===== src/rtl/trc_pkg.sv =====
package trc_pkg;

    typedef enum logic {
        ST_IDLE = 1'b0,
        ST_SEND = 1'b1
    } trc_state_e;

    function automatic logic [7:0] nib_to_ascii(input logic [3:0] n);
        logic [7:0] r;
        if (n < 4'd10) r = 8'h30 + {4'h0, n};
        else           r = 8'h37 + {4'h0, n};
        return r;
    endfunction

endpackage


===== src/rtl/trc_msg_rom.sv =====
module trc_msg_rom #(
    parameter int IDX_W = 6,
    parameter int POS_W = 3
) (
    input  logic [IDX_W-1:0] idx,
    input  logic [POS_W-1:0] pos,
    output logic [7:0]       code
);
    localparam int ESC_A = 6;
    localparam int ESC_B = 7;

    logic [7:0] sum;
    logic [7:0] letter;

    always_comb begin
        sum    = 8'(idx) + 8'(pos);
        letter = 8'h41 + (sum % 8'd26);
        if (pos == POS_W'(ESC_A))
            code = {4'h8, idx[3:0]};
        else if (pos == POS_W'(ESC_B))
            code = {4'h8, idx[3:0] + 4'd8};
        else
            code = letter;
    end
endmodule


===== src/rtl/trc_char_sel.sv =====
module trc_char_sel #(
    parameter int TAP_CNT = 16,
    parameter int NIB_W   = 4
) (
    input  logic [7:0]               code,
    input  logic [TAP_CNT*NIB_W-1:0] taps,
    output logic [7:0]               ch
);
    import trc_pkg::*;
    localparam int SEL_W = $clog2(TAP_CNT);

    logic [NIB_W-1:0] tap_arr [TAP_CNT];

    for (genvar k = 0; k < TAP_CNT; k++) begin : g_unpack
        assign tap_arr[k] = taps[k*NIB_W +: NIB_W];
    end

    always_comb begin
        if (code[7]) ch = nib_to_ascii(tap_arr[code[SEL_W-1:0]]);
        else         ch = code;
    end
endmodule


===== src/rtl/trc_frame_seq.sv =====
module trc_frame_seq #(
    parameter int IDX_W  = 6,
    parameter int POS_W  = 3,
    parameter int SLOT_W = 4
) (
    input  logic             clk,
    input  logic             rst_n,
    input  logic             baud_tick,
    input  logic             wr_en,
    input  logic [IDX_W-1:0] wr_idx,
    input  logic [7:0]       next_ch,
    output logic [IDX_W-1:0] rom_idx,
    output logic [POS_W-1:0] rom_pos,
    output logic             ready,
    output logic             txd
);
    import trc_pkg::*;
    localparam int CNT_W = POS_W + SLOT_W;

    trc_state_e        state_q, state_d;
    logic [CNT_W-1:0]  cnt_q;
    logic [IDX_W-1:0]  idx_q;
    logic [7:0]        char_q;
    logic              start, last, frame_end;
    logic [SLOT_W-1:0] slot, bit_sel;
    logic [POS_W-1:0]  pos_cur;

    assign start     = (state_q == ST_IDLE) && wr_en && (wr_idx != '0);
    assign last      = (state_q == ST_SEND) && baud_tick && (cnt_q == '1);
    assign slot      = cnt_q[SLOT_W-1:0];
    assign frame_end = baud_tick && (slot == '1);
    assign pos_cur   = cnt_q[CNT_W-1:SLOT_W];
    assign bit_sel   = slot - SLOT_W'(1);

    always_comb begin
        state_d = state_q;
        unique case (state_q)
            ST_IDLE: if (start) state_d = ST_SEND;
            ST_SEND: if (last)  state_d = ST_IDLE;
        endcase
    end

    always_ff @(posedge clk) begin
        if (!rst_n) begin
            state_q <= ST_IDLE;
            cnt_q   <= '0;
            idx_q   <= '0;
            char_q  <= 8'hFF;
        end else begin
            state_q <= state_d;
            if (start) begin
                cnt_q  <= '0;
                idx_q  <= wr_idx;
                char_q <= next_ch;
            end else if (state_q == ST_SEND && baud_tick) begin
                cnt_q <= cnt_q + CNT_W'(1);
                if (last)           idx_q  <= '0;
                else if (frame_end) char_q <= next_ch;
            end
        end
    end

    always_comb begin
        rom_idx = (state_q == ST_IDLE) ? wr_idx : idx_q;
        rom_pos = (state_q == ST_IDLE) ? '0 : pos_cur + POS_W'(1);
        ready   = (state_q == ST_IDLE);
        txd     = 1'b1;
        unique case (state_q)
            ST_IDLE: txd = 1'b1;
            ST_SEND: begin
                if (slot == '0)                txd = 1'b0;
                else if (slot <= SLOT_W'(8))   txd = char_q[bit_sel[2:0]];
                else                           txd = 1'b1;
            end
        endcase
    end


    start_bit_chk: assert property (@(posedge clk) disable iff (!rst_n)
        start |=> (!ready && !txd));

    idle_hold_chk: assert property (@(posedge clk) disable iff (!rst_n)
        (ready && !(wr_en && wr_idx != '0)) |=> (ready && txd));

    tick_only_chk: assert property (@(posedge clk) disable iff (!rst_n)
        (!ready && !baud_tick) |=> $stable(txd));

    msg_end_chk: assert property (@(posedge clk) disable iff (!rst_n)
        last |=> (ready && txd));

    busy_ignore_chk: assert property (@(posedge clk) disable iff (!rst_n)
        (!ready && !last) |=> (!ready && $stable(idx_q)));
endmodule


===== src/rtl/trace_serializer.sv =====
module trace_serializer #(
    parameter int IDX_W    = 6,
    parameter int CHAR_CNT = 8,
    parameter int TAP_CNT  = 16,
    parameter int NIB_W    = 4
) (
    input  logic                     clk,
    input  logic                     rst_n,
    input  logic                     baud_tick,
    input  logic                     wr_en,
    input  logic [IDX_W-1:0]         wr_idx,
    input  logic [TAP_CNT*NIB_W-1:0] tap_nibbles,
    output logic                     ready,
    output logic                     txd
);
    localparam int POS_W  = $clog2(CHAR_CNT);
    localparam int SLOT_W = 4;

    logic [IDX_W-1:0] rom_idx;
    logic [POS_W-1:0] rom_pos;
    logic [7:0]       rom_code;
    logic [7:0]       next_ch;

    trc_msg_rom #(.IDX_W(IDX_W), .POS_W(POS_W)) u_rom (
        .idx  (rom_idx),
        .pos  (rom_pos),
        .code (rom_code)
    );

    trc_char_sel #(.TAP_CNT(TAP_CNT), .NIB_W(NIB_W)) u_sel (
        .code (rom_code),
        .taps (tap_nibbles),
        .ch   (next_ch)
    );

    trc_frame_seq #(.IDX_W(IDX_W), .POS_W(POS_W), .SLOT_W(SLOT_W)) u_seq (
        .clk       (clk),
        .rst_n     (rst_n),
        .baud_tick (baud_tick),
        .wr_en     (wr_en),
        .wr_idx    (wr_idx),
        .next_ch   (next_ch),
        .rom_idx   (rom_idx),
        .rom_pos   (rom_pos),
        .ready     (ready),
        .txd       (txd)
    );


    idle_mark_chk: assert property (@(posedge clk) disable iff (!rst_n)
        ready |-> txd);
endmodule


===== config.mk =====
export PLATFORM = sky130hd
export DESIGN_NAME = trace_serializer
export DESIGN_NICKNAME = d
export VERILOG_FILES = /design/src/rtl/trc_pkg.sv /design/src/rtl/trc_msg_rom.sv /design/src/rtl/trc_char_sel.sv /design/src/rtl/trc_frame_seq.sv /design/src/rtl/trace_serializer.sv
export SDC_FILE = /design/constraint.sdc
export NUM_CORES = 1
export LEC_CHECK = 0
export BUFFER_PORTS_ARGS = -buffer_cell sky130_fd_sc_hd__buf_2
export CAP_MARGIN = 15
export CORE_AREA = 5 5 84 86
export CTS_CLUSTER_DIAMETER = 80
export DETAILED_ROUTE_END_ITERATION = 6
export DIE_AREA = 0 0 89 91
export GPL_ROUTABILITY_DRIVEN = 1
export HOLD_SLACK_MARGIN = 0.1
export MAX_ROUTING_LAYER = met4
export PLACE_DENSITY = 0.7
export SETUP_SLACK_MARGIN = 0.3
export SLEW_MARGIN = 20
export SYNTH_ARGS = -nofsm -noshare
export SYNTH_HDL_FRONTEND = slang
export SYNTH_SLANG_ARGS = --single-unit

===== constraint.sdc =====
create_clock -name clk -period 6.31 [get_ports clk]
set_input_delay 0.9465 -clock clk [delete_from_list [all_inputs] [get_ports clk]]
set_output_delay 0.9465 -clock clk [all_outputs]
set_load 0.005 [all_outputs]

Yosys cells after proc, flatten, opt, wreduce, memory -nomap -nowiden --
Cells that the tools add are included.
Word-level totals: register bits 22, bits of input ports 74, logic and storage cells 62, output and inout port bits 2
Cells by class: divide/modulo/power cells 1, bitwise operators 3, reductions and logical operators 13, equal/unequal tests 5, order comparisons 4, multiplexer cells 24, add/sub/neg operators 8
Operator list (count):
- two-way mux 8 bit | 8
- two-way mux 6 bit | 4
- binary-select mux 4 bit (select 4 bit) | 1
- adder 6 x 4 -> 7 bit, first input constant | 2
- adder 7 x 8 -> 8 bit, first input constant | 1
- remainder unit 8 x 5 -> 8 bit, second input constant | 1
- two-way mux 4 bit | 2
- adder 6 x 3 -> 7 bit | 1
- adder 7 x 1 -> 7 bit, second input constant | 1
- == test 7 bit, second input constant | 1
- == test 3 bit, second input constant | 2
- nonzero test 2 bit | 3
- nonzero test 6 bit | 1
- greater-or-equal comparator 5 bit, second input constant | 1
- logical AND 1 bit | 5
- two-way mux 1 bit | 5
- NOT 4 -> 5 bit | 1
- adder 4 bit, second input constant | 1
- == test 4 bit, second input constant | 1
- <= comparator 4 bit, second input constant | 1
- zero test 4 bit | 1
- less-than comparator 3 x 4 -> 1 bit, second input constant | 1
- less-than comparator 4 bit, second input constant | 1
- one-hot mux 1 bit (2 select lines) | 2
- 9 further kinds | 10

Depth between registers and ports, before layout --
depth after elaboration 18, gate-level depth with buffers 29, gate-level depth less buffers 25

By module --
Synthesis repeated with hierarchy kept, for this count alone.
Unflattened totals: cells, all modules 295, area, all modules 2737.6 sq um
By module, submodules not included:
- trc_frame_seq | area an instance 1186.1 sq um, sequential area each 440.4 sq um, times used 1, cells each 128
- trc_char_sel | area an instance 787.0 sq um, sequential area each 0.0 sq um, times used 1, cells each 69
- trc_msg_rom | area an instance 764.5 sq um, sequential area each 0.0 sq um, times used 1, cells each 98

Worst setup path before layout --
Ideal clock, no wire load.
path type input port to flip-flop, from input wr_idx[2], to register u_seq.char_q[2], data required time 6176 ps, path buffers 1, stages on the path 22, arrival time 5680 ps, setup time 134 ps, slack 495 ps, path through mux2i_1 -> inv_1 -> ha_1 -> and2b_2 -> o221a_4 -> o21a_2 -> o21ai_2 -> mux2i_1 -> nand2_1 -> ha_1 -> mux2i_1 -> clkbuf_1 -> mux4_2 -> a21oi_1 -> o21ai_0 -> a31oi_1 -> a211oi_2 -> inv_1 -> ha_1 -> and4b_1 -> o31ai_1 -> nand3_1
Between the ends: cells in the longest elaborated chain, start to end 17, elaborated cells on any way between the ends 26, those cells by class add/sub: 5; div: 1; order compare: 1; eq/ne: 1; mux: 12; bitwise: 1; reduce/logical: 5
RTL lines:
- start, declared | line trace_serializer.sv:11 | input logic [IDX_W-1:0] wr_idx,
- two-way mux 6 bit | line trc_frame_seq.sv:64 | rom_idx = (state_q == ST_IDLE) ? wr_idx : idx_q;
- adder 6 x 3 -> 7 bit | line trc_msg_rom.sv:16 | sum = 8'(idx) + 8'(pos);
- remainder unit 8 x 5 -> 8 bit | line trc_msg_rom.sv:17 | letter = 8'h41 + (sum % 8'd26);
- adder 7 x 8 -> 8 bit | line trc_msg_rom.sv:17
- two-way mux 8 bit | line trc_msg_rom.sv:20 | else if (pos == POS_W'(ESC_B))
- two-way mux 8 bit | line trc_msg_rom.sv:18 | if (pos == POS_W'(ESC_A))
- NOT 4 -> 5 bit (not written as such) | line trc_char_sel.sv:19 | if (code[7]) ch = nib_to_ascii(tap_arr[code[SEL_W-1:0]]);
- binary-select mux 4 bit (select 4 bit) | line trc_char_sel.sv:19
- two-way mux 4 bit (not written as such) (2 in series) | line trc_char_sel.sv:19
- adder 6 x 4 -> 7 bit (tied with other cells) | line trc_pkg.sv:11 | else r = 8'h37 + {4'h0, n};
- two-way mux 8 bit | line trc_pkg.sv:10 | if (n < 4'd10) r = 8'h30 + {4'h0, n};
- two-way mux 8 bit | line trc_char_sel.sv:19
- two-way mux 8 bit | line trc_frame_seq.sv:58 | else if (frame_end) char_q <= next_ch;
- two-way mux 8 bit | line trc_frame_seq.sv:57 | if (last) idx_q <= '0;
- two-way mux 8 bit | line trc_frame_seq.sv:55 | end else if (state_q == ST_SEND && baud_tick) begin
- two-way mux 8 bit | line trc_frame_seq.sv:51 | if (start) begin
- end signal, assigned | line trc_frame_seq.sv:54 | char_q <= next_ch;
- end signal, assigned | line trc_frame_seq.sv:58
- end, declared | line trc_frame_seq.sv:23 | logic [7:0] char_q;
Several ways; a longest one is shown, not always the timed one. The select of a mux whose other input is x is not followed. A chain may end at the register's enable or synchronous reset.

Worst setup path after layout --
from input wr_idx[0], to register u_seq.char_q[2]
The elaborated chain is that of the path after synthesis.

==> parameters.txt <==
Parameter                              Value

Outcome
  Status    completed

STA
  Final setup margin    605 ps
  Shortest clock period the worst path allows after layout    5710 ps
  Transition time at the pin with the least slew margin    659 ps
  Post-route setup TNS    0 ps
  Final setup fails    0
  Final Hold Vio Count    0
  Worst relative slew slack    55.7%
  Max Fclk    175 MHz
  Number of max-slew violations in the final report    0
  Final period utilization    90.4%
  Worst clock skew    2.62 ps
  RSZ-0062 raised after global routing    no

Setup path
  Sort of element at the start of the critical path    input port
  CP Data Required Time    6460 ps
  Delay of the slowest cell on the worst path    340 ps
  Buffering stage count on the worst path with inverters included    3
  Data arrival, critical path    5850 ps
  Cell family with the largest share of critical-path delay    multiplexers
  Kind of critical path    input port to register
  Max Fanout on Critical Path    16
  Critical Path Sink Type    register
  Slowest cell on the critical path    sky130_fd_sc_hd__mux4_2
  Cells along the critical path    buf_2 -> mux2_2 -> ha_1 -> inv_1 -> fa_1 -> and2b_2 -> o221a_4 -> o21a_2 -> o21ai_2 -> mux2i_2 -> nand2_1 -> ha_1 -> mux2i_1 -> buf_6 -> mux4_2 -> mux2_2 -> nand3_1 -> o21ai_0 -> a221oi_1 -> mux2i_1 -> and4b_1 -> o31ai_1 -> nand3_1
  Depth of the worst register-to-register path    22
  Cell count along the critical path    23

Floorplanning
  Die Height    91 um
  Number of I/O pins    76
  Total die area    8100 um2
  Std-Cell Core Area    6200 um2
  Number of cell rows    29
  Die Width    89 um
  Starting Density    43.5%

Min path
  Cells on Worst Hold Path    2
  Path type of the worst min-delay path    register to register

Flow run
  Count of maximum capacitance violations    0

Synthesis
  Share of synthesized area occupied by flip-flops and latches    16.3%
  Number of flops mapped to enable cells by yosys    0
  Number of warnings issued by yosys    0
  Net count after synthesis    384
  Flip-flop and latch count after synthesis    22
  Combined area of all synthesized cells    2700 um2
  Gate count after technology mapping    299
  Count of distinct cell types in the synthesized netlist    73
  Top_reg_cell synth    sky130_fd_sc_hd__dfxtp_1
  Average cell area after synthesis    9.03 um2
  Share of flip-flops with an asynchronous set or reset    0%

Pwr
  Pleak    1.33 nW
  Largest vdd supply drop    0.126 mV
  Power density over the cells    212 nW/um2

Global routing
  Maximum number of pins on one net before global-route repair    24
  Remaining Overflow, GRT    0
  Via count of the first global-routing pass    2625
  Number of antenna violations at the first check in global routing    0
  Global-route wire length before repair    11600 um
  GR Util All Layers    17.5%

Route
  DRC violations left    0
  Via count    2675
  Detailed Route WL    6920 um
  First drt pass iteration count    4
  Avg Vias per Cell    5.98
  Initial detailed-routing violation count    104
  Wire length per cell after detailed routing    15.5 um
  Antenna viol nets, final    0

CTS
  Worst-case clock buffer depth    2
  Clock Sink Count    22
  Number of buffers inserted during clock tree synthesis    3
  Root Driver    sky130_fd_sc_hd__clkbuf_8
  CTS clk-pin slew, worst paths    80 ps
  Quantity of hold-fixing buffers added after cts    0
  Worst-skew pair later-pin latency    260 ps
  H-Tree Level Count    1
  TritonCTS clock tree    yes

Placed design
  Number of buffer cells added on primary ports    75
  Pre-CTS setup slack    226 ps
  GPL Wtd Cong    0.912
  Detailed-placement wirelength estimate    5530 um
  Placed inst area    3140 um2

Finish
  # nets final    456
  Finished layout cell area    3230 um2
  Relative area change from synthesis to final layout    19.8%
  Share of cells above drive strength 1    40.0%
  Diode count    0
==> repair_timing <==
item	CTS	global route
setup buffers	0	1
resized for setup	0	9
setup endpoints to repair	0	6
==> layout by cell type, fill, tap and decap left out, types with 8 or more instances in the layout <==
cell                       n
sky130_fd_sc_hd__dfxtp_1  20
sky130_fd_sc_hd__buf_2    75
sky130_fd_sc_hd__nor2b_1   8
sky130_fd_sc_hd__ha_1     10
sky130_fd_sc_hd__nor2_1   16
sky130_fd_sc_hd__mux2_2    8
sky130_fd_sc_hd__nand2_1  24
sky130_fd_sc_hd__mux4_2   18
sky130_fd_sc_hd__mux2i_1   9
sky130_fd_sc_hd__inv_1    12
sky130_fd_sc_hd__a21oi_1  12
sky130_fd_sc_hd__nand3_1  20
sky130_fd_sc_hd__o21ai_0  14
==> state kept, by name, summed over array words and instances (netlist names) <==
name and count:
u_seq.char_q 8, u_seq.cnt_q 7, u_seq.idx_q 6, u_seq.state_q 1
==> final timing paths <==
check                        from         endpoint  slack (ps)
setup / recovery        wr_idx[0]  u_seq.char_q[2]         600
hold / removal    u_seq.char_q[7]  u_seq.char_q[7]         470
setup reg to reg   u_seq.cnt_q[4]  u_seq.char_q[2]         700
hold reg to reg   u_seq.char_q[7]  u_seq.char_q[7]         470
==> where the power goes <==
| part | internal [W] | total, W | switching, W |
|---|---|---|---|
| sequential | 0.000147 | 0.000156 | 0.00000858 |
| clock | 0.0000557 | 0.000104 | 0.0000481 |
| combinational | 0.000209 | 0.000428 | 0.000218 |
| total | 0.000412 | 0.000687 | 0.000275 |
==> area by class of cell <==
class | count | area, um2
Fill cell | 597 | 2970
Multi-Input combinational cell | 249 | 2160
Clock buffer | 4 | 55.1
Tap cell | 77 | 96.3
Timing Repair Buffer | 82 | 432
Sequential cell | 22 | 443
Inverter | 13 | 48.8
==> cell families after synthesis <==
kind of cell | after synthesis | synth area share (%)
buf+inv | 28 | 4.59
fa+ha+maj | 11 | 5.38
flops | 22 | 16.3
xor+xnor | 12 | 5.14
simple gates | 98 | 19.1
compound gates | 88 | 25.3
mux | 40 | 24.2
==> cells in the mapped netlist (all sizes together) (2+ instances only) <==
library cell / number / share of area, %
and2: 6 / 1.4
nor3: 2 / 0.56
a21o: 2 / 0.60
a22oi: 8 / 2.7
nand3: 21 / 4.1
a211o: 2 / 0.70
o21ai: 20 / 4.4
nand2: 24 / 3.3
o31ai: 2 / 0.56
or3: 2 / 0.65
buf: 4 / 1.2
a221oi: 4 / 1.3
nand2b: 3 / 0.70
a2111oi: 3 / 2.1
nand3b: 2 / 0.56
nor2b: 8 / 1.9
mux2: 9 / 3.9
or2: 2 / 0.46
nor2: 17 / 2.5
o22ai: 4 / 0.93
o21a: 3 / 0.88
ha: 10 / 4.6
a32oi: 2 / 0.65
o221ai: 2 / 0.65
and3: 5 / 1.2
xnor2: 8 / 3.6
o2111ai: 2 / 0.65
mux2i: 13 / 5.3
a21boi: 2 / 0.56
inv: 13 / 1.8
dfxtp: 22 / 16
mux4: 18 / 15
xor2: 4 / 1.6
o211ai: 5 / 1.4
a211oi: 6 / 2.2
a31oi: 5 / 1.2
clkbuf: 11 / 1.6
a21oi: 14 / 2.7
==> worst reg2reg max path: stages, from the launching register on <==
cell	delay, ps
sky130_fd_sc_hd__dfxtp_2	370
sky130_fd_sc_hd__ha_1	220
sky130_fd_sc_hd__ha_1	300
sky130_fd_sc_hd__and2_1	150
sky130_fd_sc_hd__ha_1	340
sky130_fd_sc_hd__and2b_2	270
sky130_fd_sc_hd__o221a_4	310
sky130_fd_sc_hd__o21a_2	280
sky130_fd_sc_hd__o21ai_2	220
sky130_fd_sc_hd__mux2i_2	320
sky130_fd_sc_hd__nand2_1	100
sky130_fd_sc_hd__ha_1	290
sky130_fd_sc_hd__mux2i_1	170
sky130_fd_sc_hd__buf_6	210
sky130_fd_sc_hd__mux4_2	340
sky130_fd_sc_hd__mux2_2	280
sky130_fd_sc_hd__nand3_1	70
sky130_fd_sc_hd__o21ai_0	80
sky130_fd_sc_hd__a221oi_1	290
sky130_fd_sc_hd__mux2i_1	280
sky130_fd_sc_hd__and4b_1	250
sky130_fd_sc_hd__o31ai_1	240
sky130_fd_sc_hd__nand3_1	100
==> through the flow <==
| stage | hold slack, ps | total power, W | cells | util, % |
|---|---|---|---|---|
| 5_1_grt | 487 | 0.000734 | 447 | 52.1 |
| 3_3_place_gp | 434 | 0.000556 | 442 | 50.6 |
| 2_1_floorplan | 419 | 0.000481 | 299 | - |
| 6_report | 466 | 0.000687 | 447 | 52.1 |
| 3_5_place_dp | 450 | 0.000564 | 442 | 50.6 |
| 4_1_cts | 462 | 0.000669 | 446 | 51.5 |
==> metal layers <==
layer	global-route usage [%]	share of wire (%)	vias up
met4	2.48	0.85	0
met1	24.0	44	1272
met2	28.2	49	108
li1	-	-	1289
met5	-	0	-
met3	2.35	6.5	6
No activity file was read; power rests on OpenSTA's default activity.
